--- config.mk ---
export PLATFORM = sky130hd
export DESIGN_NAME = adc_limit_monitor
export DESIGN_NICKNAME = d
export VERILOG_FILES = /design/src/rtl/adc_lim_pkg.sv /design/src/rtl/adc_lim_cmp.sv /design/src/rtl/adc_lim_track.sv /design/src/rtl/adc_lim_flags.sv /design/src/rtl/adc_limit_monitor.sv
export SDC_FILE = /design/constraint.sdc
export NUM_CORES = 1
export LEC_CHECK = 0
export BUFFER_PORTS_ARGS = -buffer_cell sky130_fd_sc_hd__buf_2
export CORE_MARGIN = 2
export CORE_UTILIZATION = 23
export CTS_CLUSTER_SIZE = 12
export DETAILED_ROUTE_END_ITERATION = 16
export GPL_TIMING_DRIVEN = 1
export PLACE_DENSITY = 0.5
export SLEW_MARGIN = 20
export SYNTH_ARGS = -nofsm -noshare
export SYNTH_HDL_FRONTEND = slang
export SYNTH_SLANG_ARGS = --single-unit
--- constraint.sdc ---
create_clock -name clk -period 7.5 [get_ports clk]
set_clock_uncertainty 0.15 [all_clocks]
set_input_delay 1.125 -clock clk [delete_from_list [all_inputs] [get_ports clk]]
set_output_delay 1.125 -clock clk [all_outputs]
set_load 0.005 [all_outputs]
--- src/rtl/adc_lim_pkg.sv ---
package adc_lim_pkg;
    localparam int unsigned STAT_W  = 8;
    localparam int unsigned N_CHK   = 3;
    localparam int unsigned CHK_LO  = 0;
    localparam int unsigned CHK_HI  = 1;
    localparam int unsigned CHK_STP = 2;
    localparam int unsigned BIT_LO  = 4;
    localparam int unsigned BIT_HI  = 5;
    localparam int unsigned BIT_STP = 6;

    typedef enum logic {
        TRK_EMPTY = 1'b0,
        TRK_ARMED = 1'b1
    } trk_state_e;
endpackage

--- src/rtl/adc_lim_cmp.sv ---
module adc_lim_cmp #(
    parameter int unsigned DW = 16
) (
    input  logic [DW-1:0] cur,
    input  logic [DW-1:0] prev,
    input  logic [DW-1:0] hi,
    input  logic [DW-1:0] lo,
    input  logic [DW-1:0] step,
    output logic          over,
    output logic          under,
    output logic          jump
);
    localparam int unsigned XW = DW + 1;

    logic [XW-1:0] diff;
    logic [XW-1:0] mag;

    always_comb begin
        over  = $signed(cur) > $signed(hi);
        under = $signed(cur) < $signed(lo);
        diff  = {cur[DW-1], cur} - {prev[DW-1], prev};
        mag   = diff[XW-1] ? (~diff + 1'b1) : diff;
        jump  = mag > {1'b0, step};
    end
endmodule

--- src/rtl/adc_lim_track.sv ---
module adc_lim_track
    import adc_lim_pkg::*;
#(
    parameter int unsigned DW = 16
) (
    input  logic          clk,
    input  logic          rst_n,
    input  logic          valid,
    input  logic [DW-1:0] data,
    input  logic          stp_en,
    output logic [DW-1:0] prev,
    output logic          armed
);
    trk_state_e state_q, state_d;
    logic [DW-1:0] prev_q;

    always_comb begin
        state_d = state_q;
        unique case (state_q)
            TRK_EMPTY: if (stp_en && valid) state_d = TRK_ARMED;
            TRK_ARMED: if (!stp_en)         state_d = TRK_EMPTY;
            default:                        state_d = TRK_EMPTY;
        endcase
    end

    always_ff @(posedge clk or negedge rst_n) begin
        if (!rst_n) begin
            state_q <= TRK_EMPTY;
            prev_q  <= '0;
        end else begin
            state_q <= state_d;
            if (valid) prev_q <= data;
        end
    end

    always_comb begin
        armed = (state_q == TRK_ARMED);
        prev  = prev_q;
    end

    // a cycle with the slew check disabled leaves the tracker unarmed
    a_r5_disarm: assert property (@(posedge clk) disable iff (!rst_n)
        !stp_en |=> !armed);
endmodule

--- src/rtl/adc_lim_flags.sv ---
module adc_lim_flags #(
    parameter int unsigned N = 3
) (
    input  logic         clk,
    input  logic         rst_n,
    input  logic [N-1:0] hit,
    input  logic [N-1:0] clr,
    input  logic [N-1:0] en,
    output logic [N-1:0] flags,
    output logic         irq
);
    logic [N-1:0] flags_q, flags_d;
    logic         irq_q;

    always_comb flags_d = (flags_q & ~clr) | hit;

    always_ff @(posedge clk or negedge rst_n) begin
        if (!rst_n) begin
            flags_q <= '0;
            irq_q   <= 1'b0;
        end else begin
            flags_q <= flags_d;
            irq_q   <= |(flags_d & en);
        end
    end

    always_comb begin
        flags = flags_q;
        irq   = irq_q;
    end

    for (genvar i = 0; i < N; i++) begin : g_chk
        // a set flag with no clear stays set
        a_r6_sticky: assert property (@(posedge clk) disable iff (!rst_n)
            flags_q[i] && !clr[i] |=> flags_q[i]);
        // a clear without a new hit empties the flag
        a_r7_clear: assert property (@(posedge clk) disable iff (!rst_n)
            clr[i] && !hit[i] |=> !flags_q[i]);
        // a disabled check cannot raise its flag
        a_r8_disabled: assert property (@(posedge clk) disable iff (!rst_n)
            !en[i] && !flags_q[i] |=> !flags_q[i]);
    end
endmodule

--- src/rtl/adc_limit_monitor.sv ---
module adc_limit_monitor
    import adc_lim_pkg::*;
#(
    parameter int unsigned DW = 16
) (
    input  logic              clk,
    input  logic              rst_n,
    input  logic              res_valid,
    input  logic [DW-1:0]     res_data,
    input  logic [DW-1:0]     lim_hi,
    input  logic [DW-1:0]     lim_lo,
    input  logic [DW-1:0]     lim_step,
    input  logic [N_CHK-1:0]  chk_en,
    input  logic [STAT_W-1:0] clr_mask,
    output logic [STAT_W-1:0] status,
    output logic              irq
);
    logic [DW-1:0]    prev;
    logic             armed;
    logic             over, under, jump;
    logic [N_CHK-1:0] hit, clr_bits, flags;

    adc_lim_track #(.DW(DW)) trk_i (
        .clk(clk), .rst_n(rst_n), .valid(res_valid), .data(res_data),
        .stp_en(chk_en[CHK_STP]), .prev(prev), .armed(armed)
    );

    adc_lim_cmp #(.DW(DW)) cmp_i (
        .cur(res_data), .prev(prev), .hi(lim_hi), .lo(lim_lo),
        .step(lim_step), .over(over), .under(under), .jump(jump)
    );

    always_comb begin
        hit[CHK_LO]       = res_valid && chk_en[CHK_LO] && under;
        hit[CHK_HI]       = res_valid && chk_en[CHK_HI] && over;
        hit[CHK_STP]      = res_valid && chk_en[CHK_STP] && armed && jump;
        clr_bits[CHK_LO]  = clr_mask[BIT_LO];
        clr_bits[CHK_HI]  = clr_mask[BIT_HI];
        clr_bits[CHK_STP] = clr_mask[BIT_STP];
    end

    adc_lim_flags #(.N(N_CHK)) flg_i (
        .clk(clk), .rst_n(rst_n), .hit(hit), .clr(clr_bits), .en(chk_en),
        .flags(flags), .irq(irq)
    );

    always_comb begin
        status          = '0;
        status[BIT_LO]  = flags[CHK_LO];
        status[BIT_HI]  = flags[CHK_HI];
        status[BIT_STP] = flags[CHK_STP];
    end

    // an enabled over-bound result is visible after the edge
    a_r2_over: assert property (@(posedge clk) disable iff (!rst_n)
        res_valid && chk_en[CHK_HI] && ($signed(res_data) > $signed(lim_hi))
        |=> status[BIT_HI]);
    // an enabled under-bound result is visible after the edge
    a_r3_under: assert property (@(posedge clk) disable iff (!rst_n)
        res_valid && chk_en[CHK_LO] && ($signed(res_data) < $signed(lim_lo))
        |=> status[BIT_LO]);
    // an unarmed tracker never feeds a slew hit
    a_r5_prime: assert property (@(posedge clk) disable iff (!rst_n)
        !armed |-> !hit[CHK_STP]);
    // a raised interrupt is backed by an enabled set flag
    a_r9_irq_src: assert property (@(posedge clk) disable iff (!rst_n)
        irq |-> |({status[BIT_STP], status[BIT_HI], status[BIT_LO]} & $past(chk_en)));
endmodule

==> summary.txt <==
Clocking
  • Clock latency on the worst-skew pair: between 0.2 and 0.3 ns
  • Postcts setup bufs: 0
  • # H-tree levels: 1
  • CTS tree: built
  • CTS Hold Bufs: 0
  • Clock buffer depth: 2
  • CTS clk-pin slew, worst paths: 0.06 ns
  • Total CTS buffers: 3
  • Root buf cell: clkbuf_16
  • CTS sink count: 21
  • PostCTS Resize Cnt: 0

Power
  • Sequential share of power: 0.209
  • Maximum VDD drop: about 0.00011 V
  • Pwr dens: ~160 mW/mm2
  • Internal power: 0.0003592 W
  • Switching power share of the total: 0.4173
  • Sw Pwr: roughly 0.00026 W
  • Combinational Power Share: 0.605
  • Clk pwr share: 0.186
  • Lkg Pwr: between 2 and 2.5 nW

Synthesis
  • Mean Syn Cell Area: 7.683 um2
  • Synth Register Bits: 21
  • Netlist Area Pre-Place: between 0.003 and 0.004 mm2
  • Distinct cells, synth: 53
  • EDFF count, synth: 0
  • Mapped Cells: 427
  • Async set or reset register ratio after synthesis: 1.000
  • Seq/Total Area, Yosys: 0.1602
  • Ys flop type: dfrtp_1
  • Yosys warnings: 0

Timing
  • Final period util: 0.7842
  • Min Tclk post-route: 5.882 ns
  • Worst Tran Pin Value: 0.6525 ns
  • Slew headroom: 0.5538
  • Fin. max-slew vios: 0
  • Setup_tns: 0 ns
  • Final hold vios: 0
  • PnR worst setup slack: 1.618 ns
  • Setup-failing EPs final: 0
  • Max Clk Rate: 170.0 MHz
  • RSZ-0062 raised after global routing: no

Place
  • DP Worst Slack: around 1.4 ns
  • Gpl congestion: roughly 0.86
  • I/O Buffers: 76
  • Placed Cells: 672
  • DP HPWL: 7.377 mm
  • Area after DPL: 0.003804 mm2

Global routing
  • GR Util All Layers: 0.1145
  • First-pass GRT wire length: 14.15 mm
  • Pin count of the biggest net entering global routing: 37
  • Vias in the first global route: 3024
  • Total gr overflow: 0
  • Antenna violations before repair: 0

Setup path
  • R2R depth: 17
  • Largest stage delay, worst path: around 0.62 ns
  • R2R setup slack: about 2.3 ns
  • Worst Path Buf+Inv: 2
  • Setup CP Type: in -> reg
  • CP Max Fanout: 4
  • Crit path DAT: 5.85 ns
  • CP top delay family: simple AND/OR/NAND/NOR gates
  • Crit start category: input port
  • R2R Path Start: trk_i.prev[0]
  • CP most frequent cell: ha_1
  • Critical path's slowest cell: nor4b_1
  • Setup crit end kind: register
  • Critical-path cell list: buf_2 > inv_1 > ha_1 > fa_1 > nand2b_1 > a211oi_1 > or2_2 > xor2_1 > or3_2 > nor4b_1 > nor2_1 > xnor2_1 > ha_1 > and3_1 > nand3_1 > or4_1 > o211a_1 > a41oi_1 > o21ai_0
  • Reg2reg end: flg_i.flags[2]
  • Critical path data required time: about 7.5 ns

Finish
  • Final core occ: 0.2798
  • Layout cells sized above 1: 0.1855
  • Antenna diodes: 0
  • Fin cells: between 600 and 700
  • Final Instance Area: 0.003884 mm2
  • Layout area overhead: 18.38%
  • Final nets: between 600 and 700

Die
  • Number of placed I/O pins: 87
  • Die height: 123.4 um
  • Full die area: 0.01524 mm2
  • Row Count: 43
  • Die extent in x: between 100 and 150 um
  • Core area: 0.01388 mm2
  • Initial Utilization: 0.2363

Hold path
  • Worst Hold Launch: trk_i.armed
  • Hold Path Cell Cnt: 1
  • HP Class: reg -> reg
  • WHS Endpoint: trk_i.armed

Drt
  • Post-route ant nets: 0
  • Drt pass-1 iters: 4
  • DRT iter0 DRCs: 113
  • Vias: 3038
  • WL final: ~8.5 mm
  • Avg WL per Cell: 12.51 um
  • Vias per cell: 4.494
  • DRC: 0

Job
  • Max-Cap Viols: 0

Run status
  • Status: completed
==> synthesized netlist by cell type, types with 6 or more instances <==
master | instances | share of area
a211oi_1 | 6 | 0.014
a21o_1 | 10 | 0.023
a21oi_1 | 18 | 0.027
a31oi_1 | 10 | 0.019
and3_1 | 6 | 0.011
buf_4 | 7 | 0.016
clkbuf_1 | 6 | 0.0069
dfrtp_1 | 21 | 0.16
ha_1 | 64 | 0.24
inv_1 | 71 | 0.081
nand2_1 | 34 | 0.039
nand3_1 | 9 | 0.014
nand4_1 | 7 | 0.013
nor2_1 | 24 | 0.027
nor2b_1 | 7 | 0.013
o21ai_0 | 35 | 0.053
xnor2_1 | 13 | 0.035
xor2_1 | 15 | 0.040
==> worst max path at each step <==
stage	startpoint	end	slack, ns	depth (start not counted)
floorplan	res_data[0]	flg_i.flags[2]	2.30	18
global placement	res_data[0]	flg_i.flags[2]	1.50	19
detailed placement	res_data[0]	flg_i.flags[2]	1.41	19
CTS	res_data[0]	flg_i.flags[2]	1.68	19
global route	res_data[0]	flg_i.flags[2]	1.20	19
finish	res_data[0]	flg_i.flags[2]	1.62	19
==> power groups by stage <==
stage	logic [W]	clock network (W)	registers (W)
6_report	0.000373	0.000115	0.000129
5_1_grt	0.000431	0.000120	0.000130
4_1_cts	0.000376	0.000118	0.000129
3_5_place_dp	0.000374	0	0.000131
3_3_place_gp	0.000364	0	0.000131
2_1_floorplan	0.000278	0	0.000131
==> cells in the final DEF, fill, tap and decap left out, types with 2 or more instances in the layout <==
cell,netlist,final
buf_2,0,76
inv_1,71,71
ha_1,64,64
o21ai_0,35,35
nand2_1,34,34
nor2_1,24,24
dfrtp_1,21,21
a21oi_1,18,18
xor2_1,15,15
xnor2_1,13,13
a21o_1,10,10
a31oi_1,10,10
nand3_1,9,9
nor2b_1,7,7
nand4_1,7,7
a211oi_1,6,6
and3_1,6,6
o21a_1,5,5
nor3_1,5,5
conb_1,1,5
o211a_1,4,4
a211o_1,4,4
nand2b_1,3,3
or2_2,3,3
or3_2,3,3
clkbuf_16,0,3
a2111oi_0,2,2
and2b_1,2,2
o211ai_1,2,2
nand4b_1,2,2
o21bai_1,2,2
a41oi_1,2,2
o2111ai_1,2,2
and4_1,2,2
==> sequential cells by signal, summed over array words and instances, names as in the netlist <==
signal       flops
trk_i.armed      1
trk_i.prev      16
flg_i.irq        1
flg_i.flags      3
==> routing by layer <==
| layer | share of wire | up-vias | global-route usage |
|---|---|---|---|
| li1 | - | 1610 | - |
| met1 | 0.51 | 1351 | 0.1627 |
| met2 | 0.43 | 73 | 0.1896 |
| met3 | 0.044 | 4 | 0.006919 |
| met4 | 0.0092 | 0 | 0.02628 |
| met5 | 0 | - | 0 |
==> through the flow <==
step                      total power [W]  hold WS (ns)
after floorplan                 0.0004090        0.3016
final                           0.0006165        0.3291
after detailed placement        0.0005054        0.3179
after CTS                       0.0006231        0.3320
after global placement          0.0004950        0.3139
after global routing            0.0006808        0.3375
==> cell type report <==
cell class              instances  area [um2]
multi-input cells             324        2406
clock inverters                 1       5.005
flip-flops and latches         21       525.5
fillers                      1551        9997
clock buffers                   3       75.07
well taps                     180       225.2
inverters                      71       266.5
repair buffers                 76       380.4
==> worst reg2reg max path, cell delays in order, from the launching register on <==
cell and delay [ns]:
dfrtp_1 0.38, ha_1 0.22, fa_1 0.41, nand2b_1 0.18
a211oi_1 0.28, or2_2 0.22, xor2_1 0.13, or3_2 0.52
nor4b_1 0.62, nor2_1 0.12, xnor2_1 0.17, ha_1 0.30
and3_1 0.16, nand3_1 0.10, or4_1 0.53, o211a_1 0.13
a41oi_1 0.33, o21ai_0 0.15
==> kinds of logic after synthesis <==
group | count (synthesis) | share of synthesized area
simple gates | 115 | 0.1815
compound gates | 110 | 0.2178
buf+inv | 86 | 0.1110
fa+ha+maj | 65 | 0.2502
xor+xnor | 28 | 0.07475
flops | 21 | 0.1602
other cells | 1 | 0.001143
mux | 1 | 0.003432
Note: power is estimated with default switching activity, not from simulation.
